File: config.mk
export PLATFORM = sky130hd
export DESIGN_NAME = rtc_serial_slave
export DESIGN_NICKNAME = d
export VERILOG_FILES = /design/src/rtl/rtc_serial_pkg.sv /design/src/rtl/rtc_frame_ctrl.sv /design/src/rtl/rtc_read_mux.sv /design/src/rtl/rtc_store.sv /design/src/rtl/rtc_serial_slave.sv
export SDC_FILE = /design/constraint.sdc
export NUM_CORES = 1
export LEC_CHECK = 0
export ABC_AREA = 1
export BUFFER_PORTS_ARGS = -buffer_cell sky130_fd_sc_hd__buf_4
export CAP_MARGIN = 20
export CELL_PAD_IN_SITES_DETAIL_PLACEMENT = 0
export CELL_PAD_IN_SITES_GLOBAL_PLACEMENT = 1
export CORE_MARGIN = 3
export CORE_UTILIZATION = 47
export DETAILED_ROUTE_END_ITERATION = 16
export PLACE_DENSITY_LB_ADDON = 0.1
export SYNTH_ARGS = -nofsm -noshare
export SYNTH_HDL_FRONTEND = slang
export SYNTH_SLANG_ARGS = --single-unit
export TNS_END_PERCENT = 1
File: constraint.sdc
create_clock -name clk_i -period 3.6 [get_ports clk_i]
set_input_delay 0.18 -clock clk_i [delete_from_list [all_inputs] [get_ports clk_i]]
set_output_delay 0.18 -clock clk_i [all_outputs]
set_load 0.02 [all_outputs]
File: src/rtl/rtc_serial_pkg.sv
package rtc_serial_pkg;

  typedef enum logic [2:0] {
    CLS_RAM  = 3'd0,
    CLS_STAT = 3'd1,
    CLS_CTRL = 3'd2,
    CLS_TIME = 3'd3,
    CLS_WRAM = 3'd4,
    CLS_WCLR = 3'd5,
    CLS_NONE = 3'd6
  } cmd_cls_e;

  localparam logic [7:0] STATUS_CLR_MASK = 8'h18;
  localparam int unsigned CLR_REQ_BIT    = 2;

  function automatic cmd_cls_e classify(input logic [7:0] c);
    cmd_cls_e r;
    if (c[7:5] == 3'b000)      r = CLS_RAM;
    else if (c[7:4] == 4'h2)   r = CLS_TIME;
    else if (c == 8'h30)       r = CLS_STAT;
    else if (c == 8'h31)       r = CLS_CTRL;
    else if (c[7:5] == 3'b100) r = CLS_WRAM;
    else if (c == 8'hB1)       r = CLS_WCLR;
    else                       r = CLS_NONE;
    return r;
  endfunction

  function automatic logic is_read(input cmd_cls_e c);
    return (c == CLS_RAM) || (c == CLS_STAT) || (c == CLS_CTRL) || (c == CLS_TIME);
  endfunction

  function automatic logic [7:0] to_bcd(input logic [7:0] v);
    logic [7:0] t;
    logic [7:0] u;
    t = v / 8'd10;
    u = v % 8'd10;
    return {t[3:0], u[3:0]};
  endfunction

  function automatic logic [7:0] ram_default(input int unsigned i);
    logic [7:0] k;
    k = 8'(i);
    return (k * 8'h1D) ^ 8'h5A;
  endfunction

endpackage

File: src/rtl/rtc_frame_ctrl.sv
module rtc_frame_ctrl
  import rtc_serial_pkg::*;
#(
  parameter int unsigned SEL_BIT = 0,
  parameter int unsigned CLK_BIT = 1,
  parameter int unsigned DAT_BIT = 2
) (
  input  logic       clk_i,
  input  logic       rst_ni,
  input  logic       wr_en_i,
  input  logic [7:0] ctrl_i,
  input  cmd_cls_e   cls_i,
  input  logic       ret_bit_i,
  output logic [7:0] ctrl_o,
  output logic [7:0] cmd_o,
  output logic [2:0] bit_idx_o,
  output logic       data_ph_o,
  output logic       commit_o,
  output logic [7:0] commit_val_o,
  output logic [7:0] shift_o
);

  localparam int unsigned PW        = 5;
  localparam logic [PW-1:0] CMD_END = PW'(8);
  localparam logic [PW-1:0] DAT_END = PW'(16);
  localparam logic [PW-1:0] LAST    = PW'(15);

  logic [7:0]    ctrl_q, ctrl_nx;
  logic          idle_q;
  logic [PW-1:0] phase_q, cur, phase_nx;
  logic [7:0]    cmd_q, val_q, val_nx, shift_q;
  logic          sel, fall, step, din, rd_cls;

  always_comb begin
    sel      = ctrl_i[SEL_BIT];
    din      = ctrl_i[DAT_BIT];
    fall     = ctrl_q[CLK_BIT] & ~ctrl_i[CLK_BIT];
    cur      = idle_q ? '0 : phase_q;
    step     = wr_en_i & sel & fall;
    rd_cls   = is_read(cls_i);
    data_ph_o = step && (cur >= CMD_END) && (cur < DAT_END);
    bit_idx_o = 3'd7 - cur[2:0];
    val_nx   = {val_q[6:0], din};
    phase_nx = (fall && cur != DAT_END) ? cur + PW'(1) : cur;
    ctrl_nx  = ctrl_i;
    if (data_ph_o) begin
      if (rd_cls)                ctrl_nx[DAT_BIT] = ret_bit_i;
      else if (cls_i == CLS_NONE) ctrl_nx[DAT_BIT] = 1'b0;
    end
  end

  assign commit_o     = step && (cur == LAST);
  assign commit_val_o = val_nx;

  always_ff @(posedge clk_i or negedge rst_ni) begin
    if (!rst_ni) begin
      ctrl_q  <= '0;
      idle_q  <= 1'b1;
      phase_q <= '0;
      cmd_q   <= '0;
      val_q   <= '0;
      shift_q <= '0;
    end else if (wr_en_i) begin
      ctrl_q <= ctrl_nx;
      if (!sel) begin
        idle_q  <= 1'b1;
        phase_q <= '0;
        cmd_q   <= '0;
        val_q   <= '0;
      end else begin
        idle_q  <= 1'b0;
        phase_q <= phase_nx;
        if (step && cur < CMD_END) cmd_q <= {cmd_q[6:0], din};
        if (data_ph_o)             val_q <= val_nx;
      end
      if (data_ph_o && rd_cls) shift_q <= {shift_q[6:0], ret_bit_i};
    end
  end

  assign ctrl_o  = ctrl_q;
  assign cmd_o   = cmd_q;
  assign shift_o = shift_q;

  AST_DESEL_CLEARS: assert property (@(posedge clk_i) disable iff (!rst_ni)
    (wr_en_i && !ctrl_i[SEL_BIT]) |=> (idle_q && cmd_q == 8'h00 && val_q == 8'h00));
  AST_NO_EDGE_NO_SHIFT: assert property (@(posedge clk_i) disable iff (!rst_ni)
    (wr_en_i && ctrl_i[SEL_BIT] && !idle_q && !(ctrl_q[CLK_BIT] && !ctrl_i[CLK_BIT]))
      |=> ($stable(phase_q) && $stable(cmd_q) && $stable(val_q)));
  AST_QUIET_HOLDS: assert property (@(posedge clk_i) disable iff (!rst_ni)
    !wr_en_i |=> ($stable(ctrl_q) && $stable(phase_q) && $stable(idle_q) && $stable(shift_q)));
  AST_PHASE_CAPPED: assert property (@(posedge clk_i) disable iff (!rst_ni)
    phase_q <= DAT_END);

endmodule

File: src/rtl/rtc_read_mux.sv
module rtc_read_mux
  import rtc_serial_pkg::*;
#(
  parameter logic [7:0] CTRL_INIT = 8'h00
) (
  input  cmd_cls_e   cls_i,
  input  logic [3:0] sub_i,
  input  logic [2:0] bit_idx_i,
  input  logic [7:0] ram_byte_i,
  input  logic [7:0] status_i,
  input  logic [5:0] sec_i,
  input  logic [5:0] min_i,
  input  logic [4:0] hour_i,
  input  logic [4:0] mday_i,
  input  logic [3:0] mon_i,
  input  logic [7:0] year_i,
  output logic       ret_bit_o
);

  logic [7:0] time_byte, sel_byte;

  always_comb begin
    unique case (sub_i)
      4'h0:    time_byte = to_bcd(8'(sec_i));
      4'h1:    time_byte = to_bcd(8'(min_i));
      4'h2:    time_byte = to_bcd(8'(hour_i));
      4'h4:    time_byte = to_bcd(8'(mday_i));
      4'h5:    time_byte = to_bcd(8'(mon_i) + 8'd1);
      4'h6:    time_byte = to_bcd(year_i - 8'd100);
      default: time_byte = 8'h00;
    endcase
    unique case (cls_i)
      CLS_RAM:  sel_byte = ram_byte_i;
      CLS_STAT: sel_byte = status_i;
      CLS_CTRL: sel_byte = CTRL_INIT;
      CLS_TIME: sel_byte = time_byte;
      default:  sel_byte = 8'h00;
    endcase
    ret_bit_o = sel_byte[bit_idx_i];
  end

endmodule

File: src/rtl/rtc_store.sv
module rtc_store
  import rtc_serial_pkg::*;
#(
  parameter int unsigned RAM_DEPTH   = 32,
  parameter logic [7:0]  STATUS_INIT = 8'h90,
  localparam int unsigned ADDR_W     = $clog2(RAM_DEPTH)
) (
  input  logic              clk_i,
  input  logic              rst_ni,
  input  logic              commit_i,
  input  cmd_cls_e          cls_i,
  input  logic [ADDR_W-1:0] addr_i,
  input  logic [7:0]        val_i,
  output logic [7:0]        ram_byte_o,
  output logic [7:0]        status_o,
  output logic              flag_clr_o
);

  logic [7:0] mem_q [RAM_DEPTH];
  logic [7:0] status_q;
  logic       flag_q;
  logic       wr_hit, clr_hit;

  assign wr_hit  = commit_i && (cls_i == CLS_WRAM);
  assign clr_hit = commit_i && (cls_i == CLS_WCLR) && val_i[CLR_REQ_BIT];

  always_ff @(posedge clk_i or negedge rst_ni) begin
    if (!rst_ni) begin
      for (int i = 0; i < RAM_DEPTH; i++) mem_q[i] <= ram_default(i);
    end else if (wr_hit) begin
      mem_q[addr_i] <= val_i;
    end
  end

  always_ff @(posedge clk_i or negedge rst_ni) begin
    if (!rst_ni) begin
      status_q <= STATUS_INIT;
      flag_q   <= 1'b0;
    end else begin
      flag_q <= clr_hit;
      if (clr_hit) status_q <= status_q & ~STATUS_CLR_MASK;
    end
  end

  assign ram_byte_o = mem_q[addr_i];
  assign status_o   = status_q;
  assign flag_clr_o = flag_q;

  for (genvar g = 0; g < RAM_DEPTH; g++) begin : g_ent_chk
    AST_RAM_ONLY_ON_COMMIT: assert property (@(posedge clk_i) disable iff (!rst_ni)
      !(wr_hit && addr_i == ADDR_W'(g)) |=> $stable(mem_q[g]));
  end

  AST_FLAG_ONE_CYCLE: assert property (@(posedge clk_i) disable iff (!rst_ni)
    flag_clr_o |=> !flag_clr_o);
  AST_FLAG_FROM_COMMIT: assert property (@(posedge clk_i) disable iff (!rst_ni)
    $rose(flag_clr_o) |-> $past(commit_i));
  AST_STATUS_NEVER_SETS: assert property (@(posedge clk_i) disable iff (!rst_ni)
    !commit_i |=> $stable(status_q));

endmodule

File: src/rtl/rtc_serial_slave.sv
module rtc_serial_slave
  import rtc_serial_pkg::*;
#(
  parameter int unsigned RAM_DEPTH   = 32,
  parameter logic [7:0]  STATUS_INIT = 8'h90,
  parameter logic [7:0]  CTRL_INIT   = 8'h00,
  parameter int unsigned SEL_BIT     = 0,
  parameter int unsigned CLK_BIT     = 1,
  parameter int unsigned DAT_BIT     = 2
) (
  input  logic       clk_i,
  input  logic       rst_ni,
  input  logic       wr_en_i,
  input  logic [7:0] ctrl_i,
  input  logic [5:0] sec_i,
  input  logic [5:0] min_i,
  input  logic [4:0] hour_i,
  input  logic [4:0] mday_i,
  input  logic [3:0] mon_i,
  input  logic [7:0] year_i,
  output logic [7:0] ctrl_o,
  output logic       dout_o,
  output logic       flag_clr_o,
  output logic [7:0] rd_shift_o
);

  localparam int unsigned ADDR_W = $clog2(RAM_DEPTH);

  cmd_cls_e   cls;
  logic [7:0] cmd, commit_val, ram_byte, status;
  logic [2:0] bit_idx;
  logic       data_ph, commit, ret_bit;

  assign cls = classify(cmd);

  rtc_frame_ctrl #(
    .SEL_BIT (SEL_BIT),
    .CLK_BIT (CLK_BIT),
    .DAT_BIT (DAT_BIT)
  ) u_frame (
    .clk_i        (clk_i),
    .rst_ni       (rst_ni),
    .wr_en_i      (wr_en_i),
    .ctrl_i       (ctrl_i),
    .cls_i        (cls),
    .ret_bit_i    (ret_bit),
    .ctrl_o       (ctrl_o),
    .cmd_o        (cmd),
    .bit_idx_o    (bit_idx),
    .data_ph_o    (data_ph),
    .commit_o     (commit),
    .commit_val_o (commit_val),
    .shift_o      (rd_shift_o)
  );

  rtc_read_mux #(
    .CTRL_INIT (CTRL_INIT)
  ) u_mux (
    .cls_i      (cls),
    .sub_i      (cmd[3:0]),
    .bit_idx_i  (bit_idx),
    .ram_byte_i (ram_byte),
    .status_i   (status),
    .sec_i      (sec_i),
    .min_i      (min_i),
    .hour_i     (hour_i),
    .mday_i     (mday_i),
    .mon_i      (mon_i),
    .year_i     (year_i),
    .ret_bit_o  (ret_bit)
  );

  rtc_store #(
    .RAM_DEPTH   (RAM_DEPTH),
    .STATUS_INIT (STATUS_INIT)
  ) u_store (
    .clk_i      (clk_i),
    .rst_ni     (rst_ni),
    .commit_i   (commit),
    .cls_i      (cls),
    .addr_i     (cmd[ADDR_W-1:0]),
    .val_i      (commit_val),
    .ram_byte_o (ram_byte),
    .status_o   (status),
    .flag_clr_o (flag_clr_o)
  );

  assign dout_o = ctrl_o[DAT_BIT];

  AST_UNDEF_DRIVES_LOW: assert property (@(posedge clk_i) disable iff (!rst_ni)
    (data_ph && cls == CLS_NONE) |=> !ctrl_o[DAT_BIT]);
  AST_WRITE_REFLECTS: assert property (@(posedge clk_i) disable iff (!rst_ni)
    (data_ph && cls == CLS_WRAM) |=> (ctrl_o[DAT_BIT] == $past(ctrl_i[DAT_BIT])));
  AST_NO_COMMIT_OFF_FRAME: assert property (@(posedge clk_i) disable iff (!rst_ni)
    commit |-> (wr_en_i && ctrl_i[SEL_BIT]));

endmodule

[Word-level counts from Yosys, hierarchy flattened]
Cells that the tools add are included.
Cells by class
  $add $sub $neg: 4
  reduce and logical (&&, ||, !) cells: 19
  equal/unequal tests: 20
  multiplexer cells: 27
  bitwise gates (word level): 5
  divide/modulo/power cells: 12
  magnitude comparators: 6
Operators by type and width (count)
  bitwise mux 256 bit: 1
  case mux 8 bit (6 select lines): 1
  binary-select mux 8 bit (select 5 bit): 1
  demux 8 bit (select 5 bit): 1
  two-way mux 8 bit: 5
  case mux 8 bit (3 select lines): 1
  divider 5 x 4 -> 8 bit, second input constant: 2
  divider 6 x 4 -> 8 bit, second input constant: 2
  divider 8 x 4 -> 8 bit, second input constant: 2
  equality test 8 x 6 -> 1 bit, second input constant: 2
  modulo 5 x 4 -> 8 bit, second input constant: 2
  modulo 6 x 4 -> 8 bit, second input constant: 2
  modulo 8 x 4 -> 8 bit, second input constant: 2
  two-way mux 5 bit: 3
  two-way mux 7 bit: 2
  equality test 3 bit, second input constant: 4
  equality test 4 x 3 -> 1 bit, second input constant: 3
  two-way mux 3 bit: 4
  logical AND 1 bit: 10
  equality test 4 x 2 -> 1 bit, second input constant: 2
  equality test 8 bit, second input constant: 1
  subtractor 8 x 7 -> 8 bit, second input constant: 1
  equality test 3 x 2 -> 1 bit, second input constant: 2
  greater-or-equal comparator 6 bit, second input constant: 1
  23 further kinds: 36
Storage, ports and cells
  output and inout bits: 18
  register bits after elaboration: 295
  input bits: 45
  logic and storage cells: 133

[Depth between registers and ports, before layout]
Gate-level depths: netlist of run 1.
  depth after elaboration: 13
  mapped depth: 36
  gate-level depth less buffers: 36

[Hierarchy]
Synthesis of run 1 repeated with hierarchy kept, for this count alone.
Unflattened totals
  cells, all modules: 2146
  area total of the unflattened synthesis: 15572.4 µm²
By module, submodules not included
  rtc_store: area each 12405.6 µm², instances 1, cells each 1649, seq. area each 6615.1 µm²
  rtc_frame_ctrl: area each 1732.9 µm², instances 1, cells each 221, seq. area each 927.1 µm²
  rtc_read_mux: area each 1288.7 µm², instances 1, cells each 243, seq. area each 0.0 µm²
  rtc_serial_slave: area each 145.1 µm², instances 1, cells each 33, seq. area each 0.0 µm²

[Worst setup path before layout of run 1]
Ideal clock, no wire load.
  kind: reg2reg
  from: reg u_frame.cmd_q[1] (netlist: u_frame.cmd_o[1])
  to: reg u_frame.ctrl_q[2] (netlist: u_frame.ctrl_o[2])
  data required time: 3527 ps
  path slack: 532 ps
  stages on the path, launching flop included: 34
  buffers on the path: 0
  arrival: 2995 ps
  period minus slack after synthesis: 3068 ps
  cell sequence: dfrtp_1 -> nand2_2 -> inv_2 -> nor2_2 -> nand2_4 -> nor2_2 -> nand2_2 -> nand2_2 -> o21ai_2 -> nand2_2 -> nand2_2 -> nand2_4 -> nand2_4 -> nand2_1 -> nand3_2 -> nand2_2 -> nand3_2 -> nand2_2 -> nand2_2 -> nand2_4 -> nand3_1 -> nand2_2 -> inv_2 -> nand2_4 -> nand3_4 -> nand2_1 -> nand3_1 -> nand2_1 -> nand2_1 -> nand2_1 -> nand3_2 -> nand3_2 -> nand2_1 -> a21oi_2
On the way
  cells in the longest elaborated chain, start to end: 13
  elaborated cells on any way between the ends: 34
  classes of those cells: eq/ne (12); mux (16); bitwise (1); reduce/logical (5)
RTL lines
  from (decl): RTL line rtc_frame_ctrl.sv:31  | logic [7:0] cmd_q, val_q, val_nx, shift_q;
  from (signal assigned): RTL line rtc_frame_ctrl.sv:73  | if (step && cur < CMD_END) cmd_q <= {cmd_q[6:0], din};
  equality test 8 bit: RTL line rtc_serial_pkg.sv:23  | else if (c == 8'hB1) r = CLS_WCLR;
  two-way mux 2 bit: RTL line rtc_serial_pkg.sv:23
  two-way mux 2 bit: RTL line rtc_serial_pkg.sv:22  | else if (c[7:5] == 3'b100) r = CLS_WRAM;
  two-way mux 3 bit: RTL line rtc_serial_pkg.sv:21  | else if (c == 8'h31) r = CLS_CTRL;
  two-way mux 3 bit: RTL line rtc_serial_pkg.sv:20  | else if (c == 8'h30) r = CLS_STAT;
  two-way mux 3 bit: RTL line rtc_serial_pkg.sv:19  | else if (c[7:4] == 4'h2) r = CLS_TIME;
  two-way mux 3 bit: RTL line rtc_serial_pkg.sv:18  | if (c[7:5] == 3'b000) r = CLS_RAM;
  equality test 3 x 2 -> 1 bit, or another cell as far along: RTL line rtc_serial_pkg.sv:29, rtc_read_mux.sv:32
  case mux 8 bit (3 select lines) or logical OR 1 bit (tied branches): RTL line rtc_read_mux.sv:32, rtc_serial_pkg.sv:29
  binary-select mux 1 bit (select 3 bit) or logical OR 1 bit (tied branches): RTL line rtc_read_mux.sv:39, rtc_serial_pkg.sv:29
  two-way mux 1 bit (not written as such) or logical OR 1 bit (tied branches): RTL line rtc_read_mux.sv:39, rtc_serial_pkg.sv:29
  two-way mux 1 bit *: RTL line rtc_frame_ctrl.sv:47  | if (rd_cls) ctrl_nx[DAT_BIT] = ret_bit_i;
  two-way mux 1 bit *: RTL line rtc_frame_ctrl.sv:46  | if (data_ph_o) begin
  to (signal assigned): RTL line rtc_frame_ctrl.sv:64  | ctrl_q <= ctrl_nx;
  to (decl): RTL line rtc_frame_ctrl.sv:28  | logic [7:0] ctrl_q, ctrl_nx;
Every way passes the cells marked *; elsewhere a longest branch is shown, timed or not. The select of a mux whose other input is x is not followed.
A chain may end at the register's enable or synchronous reset.

[Worst setup path after layout of run 1]
  from: reg u_frame.cmd_q[3] (netlist: u_frame.cmd_o[3])
  to: reg u_frame.ctrl_q[2] (netlist: u_frame.ctrl_o[2])
Same word-level chain as after synthesis.

==> results of run 1 <==
[worst min-delay path by stage]
stage               startpoint                 to  slack, ns  cells after the start
floorplan               rst_ni   u_frame.cmd_o[0]      -0.12                      0
global placement        rst_ni  u_store.mem_q[87]       0.33                      1
detailed placement      rst_ni  u_store.mem_q[87]       0.33                      1
CTS                     rst_ni  u_store.mem_q[87]       0.34                      2
global route            rst_ni  u_store.mem_q[87]       0.38                      2
finish                  rst_ni  u_store.mem_q[87]       0.30                      2
[worst register-to-register path: cells and delay by family (launching register included)]
kind / cells / cell delay, ns
buffers and inverters: 4 / 0.34
flip-flops: 1 / 0.46
AND/OR/NAND/NOR: 26 / 2.23
AO/OA/AOI/OAI: 3 / 0.32
[power breakdown]
part	total, mW	internal, mW	switching [mW]
clock network	3.09	1.82	1.27
registers	3.35	3.34	0.0124
logic	0.785	0.286	0.499
[metrics by stage]
step / hold WS (ns) / area [sq um] / power, mW / setup slack [ns]
after floorplan: -0.116 / 13700 / 3.78 / 0.532
after global placement: 0.329 / 14800 / 4.05 / 0.278
after detailed placement: 0.334 / 14800 / 4.06 / 0.138
after CTS: 0.336 / 16000 / 7.18 / 0.125
after global routing: 0.377 / 16400 / 7.50 / -0.161
final: 0.296 / 16400 / 7.22 / 0.131
[what timing repair did]
item                                    CTS  global route
endpoints found under the setup margin    0             2
gates resized for setup                   0            52
setup buffers                             0            24
hold buffers                             17             0
endpoints found under the hold margin    89             0
[final cells by class]
cell class / count / share of cell area (%)
clock buffers: 51 / 5.68
well taps: 378 / 2.88
repair buffers: 168 / 8.87
multi-input cells: 1085 / 34.5
clock inverters: 5 / 0.305
inverters: 75 / 1.78
flip-flops and latches: 295 / 46.0
[layout by cell type (no fill, tap or decap), types with 5 or more instances in the layout]
cell / netlist / final
buf_4: 2 / 140
clkbuf_16: 0 / 31
inv_1: 61 / 59
nand2_4: 7 / 18
nand3_1: 40 / 37
clkbuf_1: 90 / 12
nand2_1: 386 / 373
o21ai_0: 306 / 306
ha_1: 5 / 5
buf_12: 0 / 6
inv_2: 10 / 9
dlygate4sd3_1: 0 / 17
o31ai_1: 12 / 12
a21oi_1: 22 / 22
nand3_2: 6 / 7
o22ai_1: 147 / 147
dfstp_2: 128 / 128
nand2_2: 20 / 21
nand4_1: 24 / 24
nor3_1: 19 / 19
clkbuf_8: 0 / 8
a31oi_1: 6 / 6
nor2_1: 38 / 35
nor2_4: 4 / 10
dfrtp_1: 167 / 163
[registers in the layout, summed over array words and instances, names as in the netlist]
signal              count
u_frame.cmd_o           8
u_store.flag_clr_o      1
u_frame.shift_o         8
u_frame.idle_q          1
u_store.status_o        1
u_frame.val_q           7
u_store.mem_q         256
u_frame.phase_q         5
u_frame.ctrl_o          8
[kinds of logic after synthesis]
group | Yosys count | share of synthesized area [%]
buf+inv | 179 | 5.03
fa+ha+maj | 5 | 0.457
flops | 295 | 55.1
xor+xnor | 3 | 0.192
simple gates | 559 | 18.0
compound gates | 518 | 21.2
[routing by layer]
metal,global-route usage (%),vias up,share of wire [%]
met5,0,-,0
met1,37.8,5678,47
met4,6.06,0,2.0
met3,3.52,56,5.9
met2,39.1,370,45
li1,-,5603,-
==> reports/metrics.cfg, run 1 <==
[timing]
tns_ns=0
relSlewSlack_pct=31.6
worst_pin_slew_ns=1.01
fmax_ghz=0.288
finClkSkew_ns=0.00776
final.min_clock_period_ns=3.47
hold_violations=0
grt_setup_unrepaired=yes
setup_violations=0
slew_violations=0
finalCritPeriodShare_pct=96.3

[layout]
postLayoutCoreUtil_pct=58.1
drive_above_1_share_pct=24.5
nets=1706
area_delta_synth_final_pct=19.8
n_fill_cell=2555
regArea_sq_mm=0.00755
multiInputGateArea_sq_mm=0.00565
antenna_cells=0
fin_cells=2057

[yosys]
syn_nets=1609
synth_cells=1559
ys.flop_type=dfrtp_1
synth-edff-count=0
synth_top_area_share_pct=30.5
ys_types=46
synth.most_common_cell=nand2_1
yosys.area.top_type=dfrtp_1
synth_area_leaders=dfrtp_1, dfstp_2, o21ai_0
netlist_area_sq_mm=0.0137
yosysWarnings=0
avgSynthCellArea_sq_um=8.78
synthArstFlopShare_pct=100
ys_seq_area_share_pct=55.1
ys_ff_latch=295
synth_commonest_cells=nand2_1, o21ai_0, dfrtp_1

[route]
routed_wl_microns=39500
antenna_left=0
drt_iter0_markers=955
drcViolationCount=0
vias=11707
routedWlPerCell_microns=19.2
drt_pass1_iterations=6
via_per_inst=5.69

[critical_path]
crit_arrival_ns=3.90
path_delay_family=simple AND/OR/NAND/NOR gates
rr_endpoint=u_frame.ctrl_o[2]
critical_path_required_ns=4.03
rr_worst_depth=33
r2r_setup_slack_ns=0.13
worstPathMaxFanout=6
slowest_stage=dfrtp_2
critPathLaunch=u_frame.cmd_o[3]
start_kind=register
critPathCaptureType=register
path_buf_inv=4
max_stage_delay_ns=0.46
rr_startpoint=u_frame.cmd_o[3]
crit_path_frequent_cell=nand2_4
path_class=register to register
endpoint=u_frame.ctrl_o[2]
critical_path_cell_count=33

[placed_design]
dp_hpwl_microns=24900
place_inst=1959
port_buffers=62
finalWeightedCongestion=0.881

[clock_tree]
root_buffer=clkbuf_16
clkTransAtPathRegs_ns=0.06
cts_inserted_buffers=31
cts_sinks=295
htreeDepth=1
clock_latency_ns=0.55
cts_tree=yes
clock_path_buffers=3

[grt]
antenna_found_initial=0
gr-usage-all-layers_pct=25.2
grt_max_degree=115
grt_pass1_wl_microns=63200
gr-total-overflow=0
grt_pass1_vias=11309

[floorplan]
core_sq_mm=0.0282
die_y_microns=177
num_rows=61
ioPinCount=63
die_w_microns=177
die_area_sq_mm=0.0312
start_util_pct=48.5

[hold_path]
min-delay-path-class=primary input to async pin

[power]
worst_ir_drop_vdd_mv=0.354
power_density_mw_per_mm2=440
leakage_nw=6.88

[job]
maxCapViolCount=0

[status]
outcome=completed

Power figures use the tool's default switching activity.
==> run 2: changes to the inputs <==
--- a/config.mk
+++ b/config.mk
@@ -6,15 +6,17 @@
 export NUM_CORES = 1
 export LEC_CHECK = 0
 export ABC_AREA = 1
+export ABC_CLOCK_PERIOD_IN_PS = 3600
 export BUFFER_PORTS_ARGS = -buffer_cell sky130_fd_sc_hd__buf_4
 export CAP_MARGIN = 20
 export CELL_PAD_IN_SITES_DETAIL_PLACEMENT = 0
 export CELL_PAD_IN_SITES_GLOBAL_PLACEMENT = 1
 export CORE_MARGIN = 3
-export CORE_UTILIZATION = 47
+export CORE_UTILIZATION = 46
 export DETAILED_ROUTE_END_ITERATION = 16
 export PLACE_DENSITY_LB_ADDON = 0.1
 export SYNTH_ARGS = -nofsm -noshare
 export SYNTH_HDL_FRONTEND = slang
+export SYNTH_HIERARCHICAL = 1
 export SYNTH_SLANG_ARGS = --single-unit
 export TNS_END_PERCENT = 1
==> run 2 against run 1 <==
Against the previous run: the flow now finishes with violations (negative setup slack); total power increased by 4.7%; critical endpoint is now u_frame/ctrl_o[2]; largest cell class unchanged; fmax is 5.2% lower; worst setup slack worse by 0.19 ns; highest routed layer unchanged; wire length is 7.6% higher; combinational power decreased by 15%.
==> reports/metrics.cfg, run 2 <==
[status]
outcome=finished with violations
violations=negative setup slack

[critical_path]
crit_path_frequent_cell=nand2_1
critical_path_required_ns=4.06
path_buf_inv=6
worstPathMaxFanout=4
start_kind=register
crit_arrival_ns=4.12
slowest_stage=dfrtp_4
path_delay_family=simple AND/OR/NAND/NOR gates
path_class=register to register
max_stage_delay_ns=0.52
critPathCaptureType=register

[floorplan]
num_rows=66
die_w_microns=190
start_util_pct=47.3
core_sq_mm=0.0329
die_area_sq_mm=0.0361
ioPinCount=63
die_y_microns=190

[grt]
gr-total-overflow=0
antenna_found_initial=0
use_met2_pct=38.9
grt_pass1_vias=13277
grt_max_degree=98
grt_pass1_wl_microns=70000
gr-usage-all-layers_pct=23.9
grt_busiest_layer=met2
use_met3_pct=3.02
grt.met1_usage_pct=34.3

[timing]
slew_violations=0
grt_setup_unrepaired=yes
relSlewSlack_pct=40.6
fin_ws_ns=-0.0585
hold_slack_ns=0.0695
tns_ns=-0.0585
final.min_clock_period_ns=3.66
fmax_ghz=0.273
setup_violations=1
hold_violations=0
worst_pin_slew_ns=0.891
finalCritPeriodShare_pct=102
finClkSkew_ns=0.0140

[yosys]
ys.flop_type=dfrtp_1
synth_compound_gate_area_share_pct=9.91
synthArstFlopShare_pct=100
yosysWarnings=6
synth_commonest_cells=nand2_1, o21ai_0, dfrtp_1
synth_top_family_by_area=simple AND/OR/NAND/NOR gates
yosys.area.top_type=nand2_1
synth_area_leaders=nand2_1, dfrtp_1, dfstp_2
synth_top_area_share_pct=28.2
synth_adder_area_share_pct=0.562
synth-edff-count=0
ys_ff_latch=295
netlist_area_sq_mm=0.0156
muxShareOfSynthArea_pct=0
synth_cells=2146
avgSynthCellArea_sq_um=7.26
synth-xor-area-share_pct=0.169
ys_seq_area_share_pct=48.4
synth.most_common_cell=nand2_1
yosys.area_share.simple_pct=34.9
ys_types=42

[route]
drt_iter0_markers=889
antenna_left=0
vias=13671
routedWlPerCell_microns=15.7
via_per_inst=5.04
drt_pass1_iterations=5
drcViolationCount=0
routed_wl_microns=42500

[clock_tree]
cts_sinks=295
htreeDepth=2
clock_latency_ns=0.52
cts_inserted_buffers=35
cts_tree=yes
clock_path_buffers=3
clkTransAtPathRegs_ns=0.05
root_buffer=clkbuf_16

[layout]
n_fill_cell=3212
drive_above_1_share_pct=20.0
final_cell_mix=nand2_1, o21ai_0, dfrtp_1
area_delta_synth_final_pct=18.2
largest_reg_flops=256
antenna_cells=0
regMostFlops=u_store/mem_q
nets=2296
final_common_cell=nand2_1

[placed_design]
port_buffers=62
finalWeightedCongestion=0.842
dp_hpwl_microns=26700

[power]
power_density_mw_per_mm2=411
worst_ir_drop_vdd_mv=0.388
leakage_nw=8.99

[hold_path]
min-delay-path-class=primary input to register

[job]
maxCapViolCount=0

==> run 2: cell count changes after synthesis, sizes merged, moves of 4 or more <==
| cell | previous run | this run |
|---|---|---|
| o31ai | 12 | 0 |
| o21ai | 310 | 264 |
| a221oi | 2 | 6 |
| inv | 71 | 83 |
| o22ai | 147 | 1 |
| buf | 14 | 55 |
| a31oi | 6 | 0 |
| a21oi | 25 | 13 |
| nor3 | 19 | 13 |
| nor2 | 49 | 64 |
| clkbuf | 90 | 63 |
| nand2 | 413 | 1204 |
| nand4 | 24 | 9 |
==> run 2: path summary, 6_finish.rpt <==
| path | start | to | slack [ns] | cells past startpoint |
|---|---|---|---|---|
| setup / recovery | u_frame/cmd_o[0] | u_frame/ctrl_o[2] | -0.06 | 37 |
| hold / removal | wr_en_i | u_frame/ctrl_o[0] | 0.07 | 3 |
| setup reg to reg | u_frame/cmd_o[0] | u_frame/ctrl_o[2] | -0.06 | 37 |
| hold reg to reg | u_store/status_o[4] | u_store/status_o[4] | 0.44 | 2 |
| max in group asynchronous | rst_ni | u_store/mem_q[38] | 2.35 | 3 |
| min in group asynchronous | rst_ni | u_store/mem_q[234] | 0.27 | 2 |
==> run 2: layer usage <==
layer  vias up  share of wire (%)
met4         0                2.0
met3        73                3.9
met5         -                  0
met2       248                 47
met1      6445                 47
li1       6905                  -
==> run 2: cells by family after synthesis <==
logic type | count (synthesis)
buf+inv | 204
fa+ha+maj | 7
compound gates | 295
xor+xnor | 3
other cells | 2
flops | 295
simple gates | 1340
==> run 2: through the flow <==
step / power (mW) / instance area [sq um] / cells / util, % / setup slack [ns]
floorplan: 3.72 / 15600 / 2151 / - / 0.110
global placement: 3.97 / 16600 / 2611 / 50.5 / -0.0106
detailed placement: 3.97 / 16600 / 2611 / 50.5 / -0.126
CTS: 7.62 / 18200 / 2703 / 55.2 / -0.00864
global route: 7.88 / 18400 / 2712 / 55.9 / -0.354
finish: 7.56 / 18400 / 2712 / 55.9 / -0.0585
==> run 2: power breakdown <==
| part | total [mW] | switching (mW) | leakage, nW | internal (mW) |
|---|---|---|---|---|
| Combinational | 0.667 | 0.416 | 4.79 | 0.251 |
| Sequential | 3.36 | 0.0150 | 3.63 | 3.34 |
| Clock | 3.54 | 1.35 | 0.571 | 2.18 |
==> run 2: tightest hold or removal path: stages <==
cell     delay (ns)
buf_4          0.17
nand2_1        0.13
nand2_1        0.08
==> run 2: final cells by class <==
type                            instances  area (sq um)  share of cell area, %
Inverter                               86           330                   1.79
Clock buffer                           59          1120                   6.08
Timing Repair Buffer                  174          1450                   7.88
Clock inverter                          4          51.3                  0.279
Sequential cell                       295          7550                   41.0
Multi-Input combinational cell       1652          7350                   40.0
Tap cell                              442           553                   3.00
==> run 2: timing repair <==
item | CTS | global route
gates resized for setup | 26 | 36
hold buffers | 17 | 0
endpoints found under the hold margin | 56 | 0
setup endpoints to repair | 2 | 2
pin swaps | 22 | 34
buffers inserted | 12 | 8
==> run 3: changes to the inputs <==
--- a/config.mk
+++ b/config.mk
@@ -12,7 +12,8 @@
 export CELL_PAD_IN_SITES_DETAIL_PLACEMENT = 0
 export CELL_PAD_IN_SITES_GLOBAL_PLACEMENT = 1
 export CORE_MARGIN = 3
-export CORE_UTILIZATION = 46
+export CORE_UTILIZATION = 47
+export CTS_BUF_LIST = sky130_fd_sc_hd__clkbuf_4
 export DETAILED_ROUTE_END_ITERATION = 16
 export PLACE_DENSITY_LB_ADDON = 0.1
 export SYNTH_ARGS = -nofsm -noshare
==> run 3 against run 2 <==
Against the previous run: the run still ends with negative setup slack left; fmax up 0.46%; flip-flop and latch count unchanged; sequential share of layout area barely moved; via count increased by 2.6%; final area grew 0.11%; clock-buffer cell count grew 77; clock power down 11%; largest power group is now registers; highest routed layer unchanged.
==> reports/metrics.cfg, run 3 (synthesis results as in run 2) <==
[clock_tree]
root_buffer=clkbuf_4
cts_inserted_buffers=85
clkTransAtPathRegs_ns=0.06
clock_path_buffers=3
clock_latency_ns=0.74
htreeDepth=3
cts_sinks=295
cts_tree=yes

[critical_path]
rr_startpoint=u_frame/cmd_o[0]
max_stage_delay_ns=0.52
crit_path_frequent_cell=nand2_1
r2r_setup_slack_ns=-0.04
path_class=register to register
path_buf_inv=7
worstPathMaxFanout=4
start_kind=register
rr_endpoint=u_frame/ctrl_o[2]
slowest_stage=dfrtp_4
path_delay_family=simple AND/OR/NAND/NOR gates
rr_worst_depth=39
crit_arrival_ns=4.25
critical_path_required_ns=4.21
critPathCaptureType=register

[grt]
grt_pass1_wl_microns=71500
antenna_found_initial=1
gr-usage-all-layers_pct=25.1
grt_pass1_vias=13751
gr-total-overflow=0
grt_max_degree=121

[placed_design]
placed_area_sq_mm=0.0168
dp_hpwl_microns=27000
finalWeightedCongestion=0.849
port_buffers=62

[timing]
worst_pin_slew_ns=0.966
fmax_ghz=0.275
fin_ws_ns=-0.0416
grt_setup_unrepaired=yes
slew_violations=0
hold_violations=0
finalCritPeriodShare_pct=101
finClkSkew_ns=0.0494
final.min_clock_period_ns=3.64
relSlewSlack_pct=35.6
setup_violations=1

[layout]
largest_reg_flops=256
drive_above_1_share_pct=22.2
final_cell_mix=nand2_1, o21ai_0, dfrtp_1
n_fill_cell=3223
nets=2360
fin_area_sq_mm=0.0184
final_common_cell=nand2_1
area_delta_synth_final_pct=18.3
regMostFlops=u_store/mem_q
postLayoutCoreUtil_pct=56.5

[route]
drt_iter0_markers=874
vias=14032
drt_pass1_iterations=5
routedWlPerCell_microns=15.7
routed_wl_microns=44300
antenna_left=0
drcViolationCount=0
via_per_inst=4.98

[job]
maxCapViolCount=0

[power]
worst_ir_drop_vdd_mv=0.319
leakage_nw=9.14
finalPower_mw=7.14
power_density_mw_per_mm2=387

[status]
violations=negative setup slack
outcome=finished with violations

[floorplan]
core_sq_mm=0.0326
die_w_microns=188
ioPinCount=63
start_util_pct=47.7
num_rows=66
die_area_sq_mm=0.0354
die_y_microns=188

[hold_path]
min-delay-path-class=primary input to async pin

==> run 3: per-stage QoR <==
stage,cells,hold slack (ns),worst slack (ns),TNS (ns)
floorplan,2151,-0.116,0.110,0
global placement,2623,0.362,-0.0613,-0.0613
detailed placement,2624,0.352,-0.116,-0.168
CTS,2813,0.134,-0.0175,-0.0175
global route,2819,0.201,-0.340,-0.575
finish,2819,0.135,-0.0416,-0.0416
==> run 3: timing repair <==
action	CTS	global route
endpoints found under the setup margin	2	2
setup buffers	6	5
gates resized for setup	18	25
hold endpoints to repair	106	0
hold buffers	29	0
pin swaps	20	25
gates cloned	0	0
==> run 3: final cells by class <==
class                   instances  area [sq um]  share of cell area [%]
flip-flops and latches        295          7550                    41.0
multi-input cells            1652          7300                    39.6
repair buffers                188          1600                    8.70
clock buffers                 136          1020                    5.54
well taps                     442           553                    3.00
inverters                      86           330                    1.79
clock inverters                18          67.6                   0.367
diodes                          2          5.00                  0.0272
==> run 3: power breakdown <==
group          total, mW  switching (mW)  internal (mW)  leakage [nW]
Clock               3.14            1.44           1.70         0.657
Combinational      0.647           0.404          0.243          4.85
Sequential          3.36          0.0147           3.34          3.63
Total               7.14            1.86           5.28          9.14
==> run 3: worst max path at each step <==
stage                           startpoint  slack (ns)                 to  cells past startpoint
after floorplan           u_frame/cmd_o[0]        0.11  u_frame/ctrl_o[2]                     39
after global routing      u_frame/cmd_o[3]       -0.34  u_frame/ctrl_o[2]                     40
after global placement    u_frame/cmd_o[0]       -0.06  u_frame/ctrl_o[2]                     37
after CTS                 u_frame/cmd_o[0]       -0.02  u_frame/ctrl_o[2]                     39
after detailed placement  u_frame/cmd_o[0]       -0.12  u_frame/ctrl_o[2]                     36
final                     u_frame/cmd_o[0]       -0.04  u_frame/ctrl_o[2]                     39
==> run 3: per-layer routing <==
metal	wire, microns	GRT usage [%]	vias up
met3	1770	3.96	71
met2	20700	40.8	286
met5	0	0	-
met1	20800	34.4	6590
li1	-	-	7085
met4	1030	8.92	0
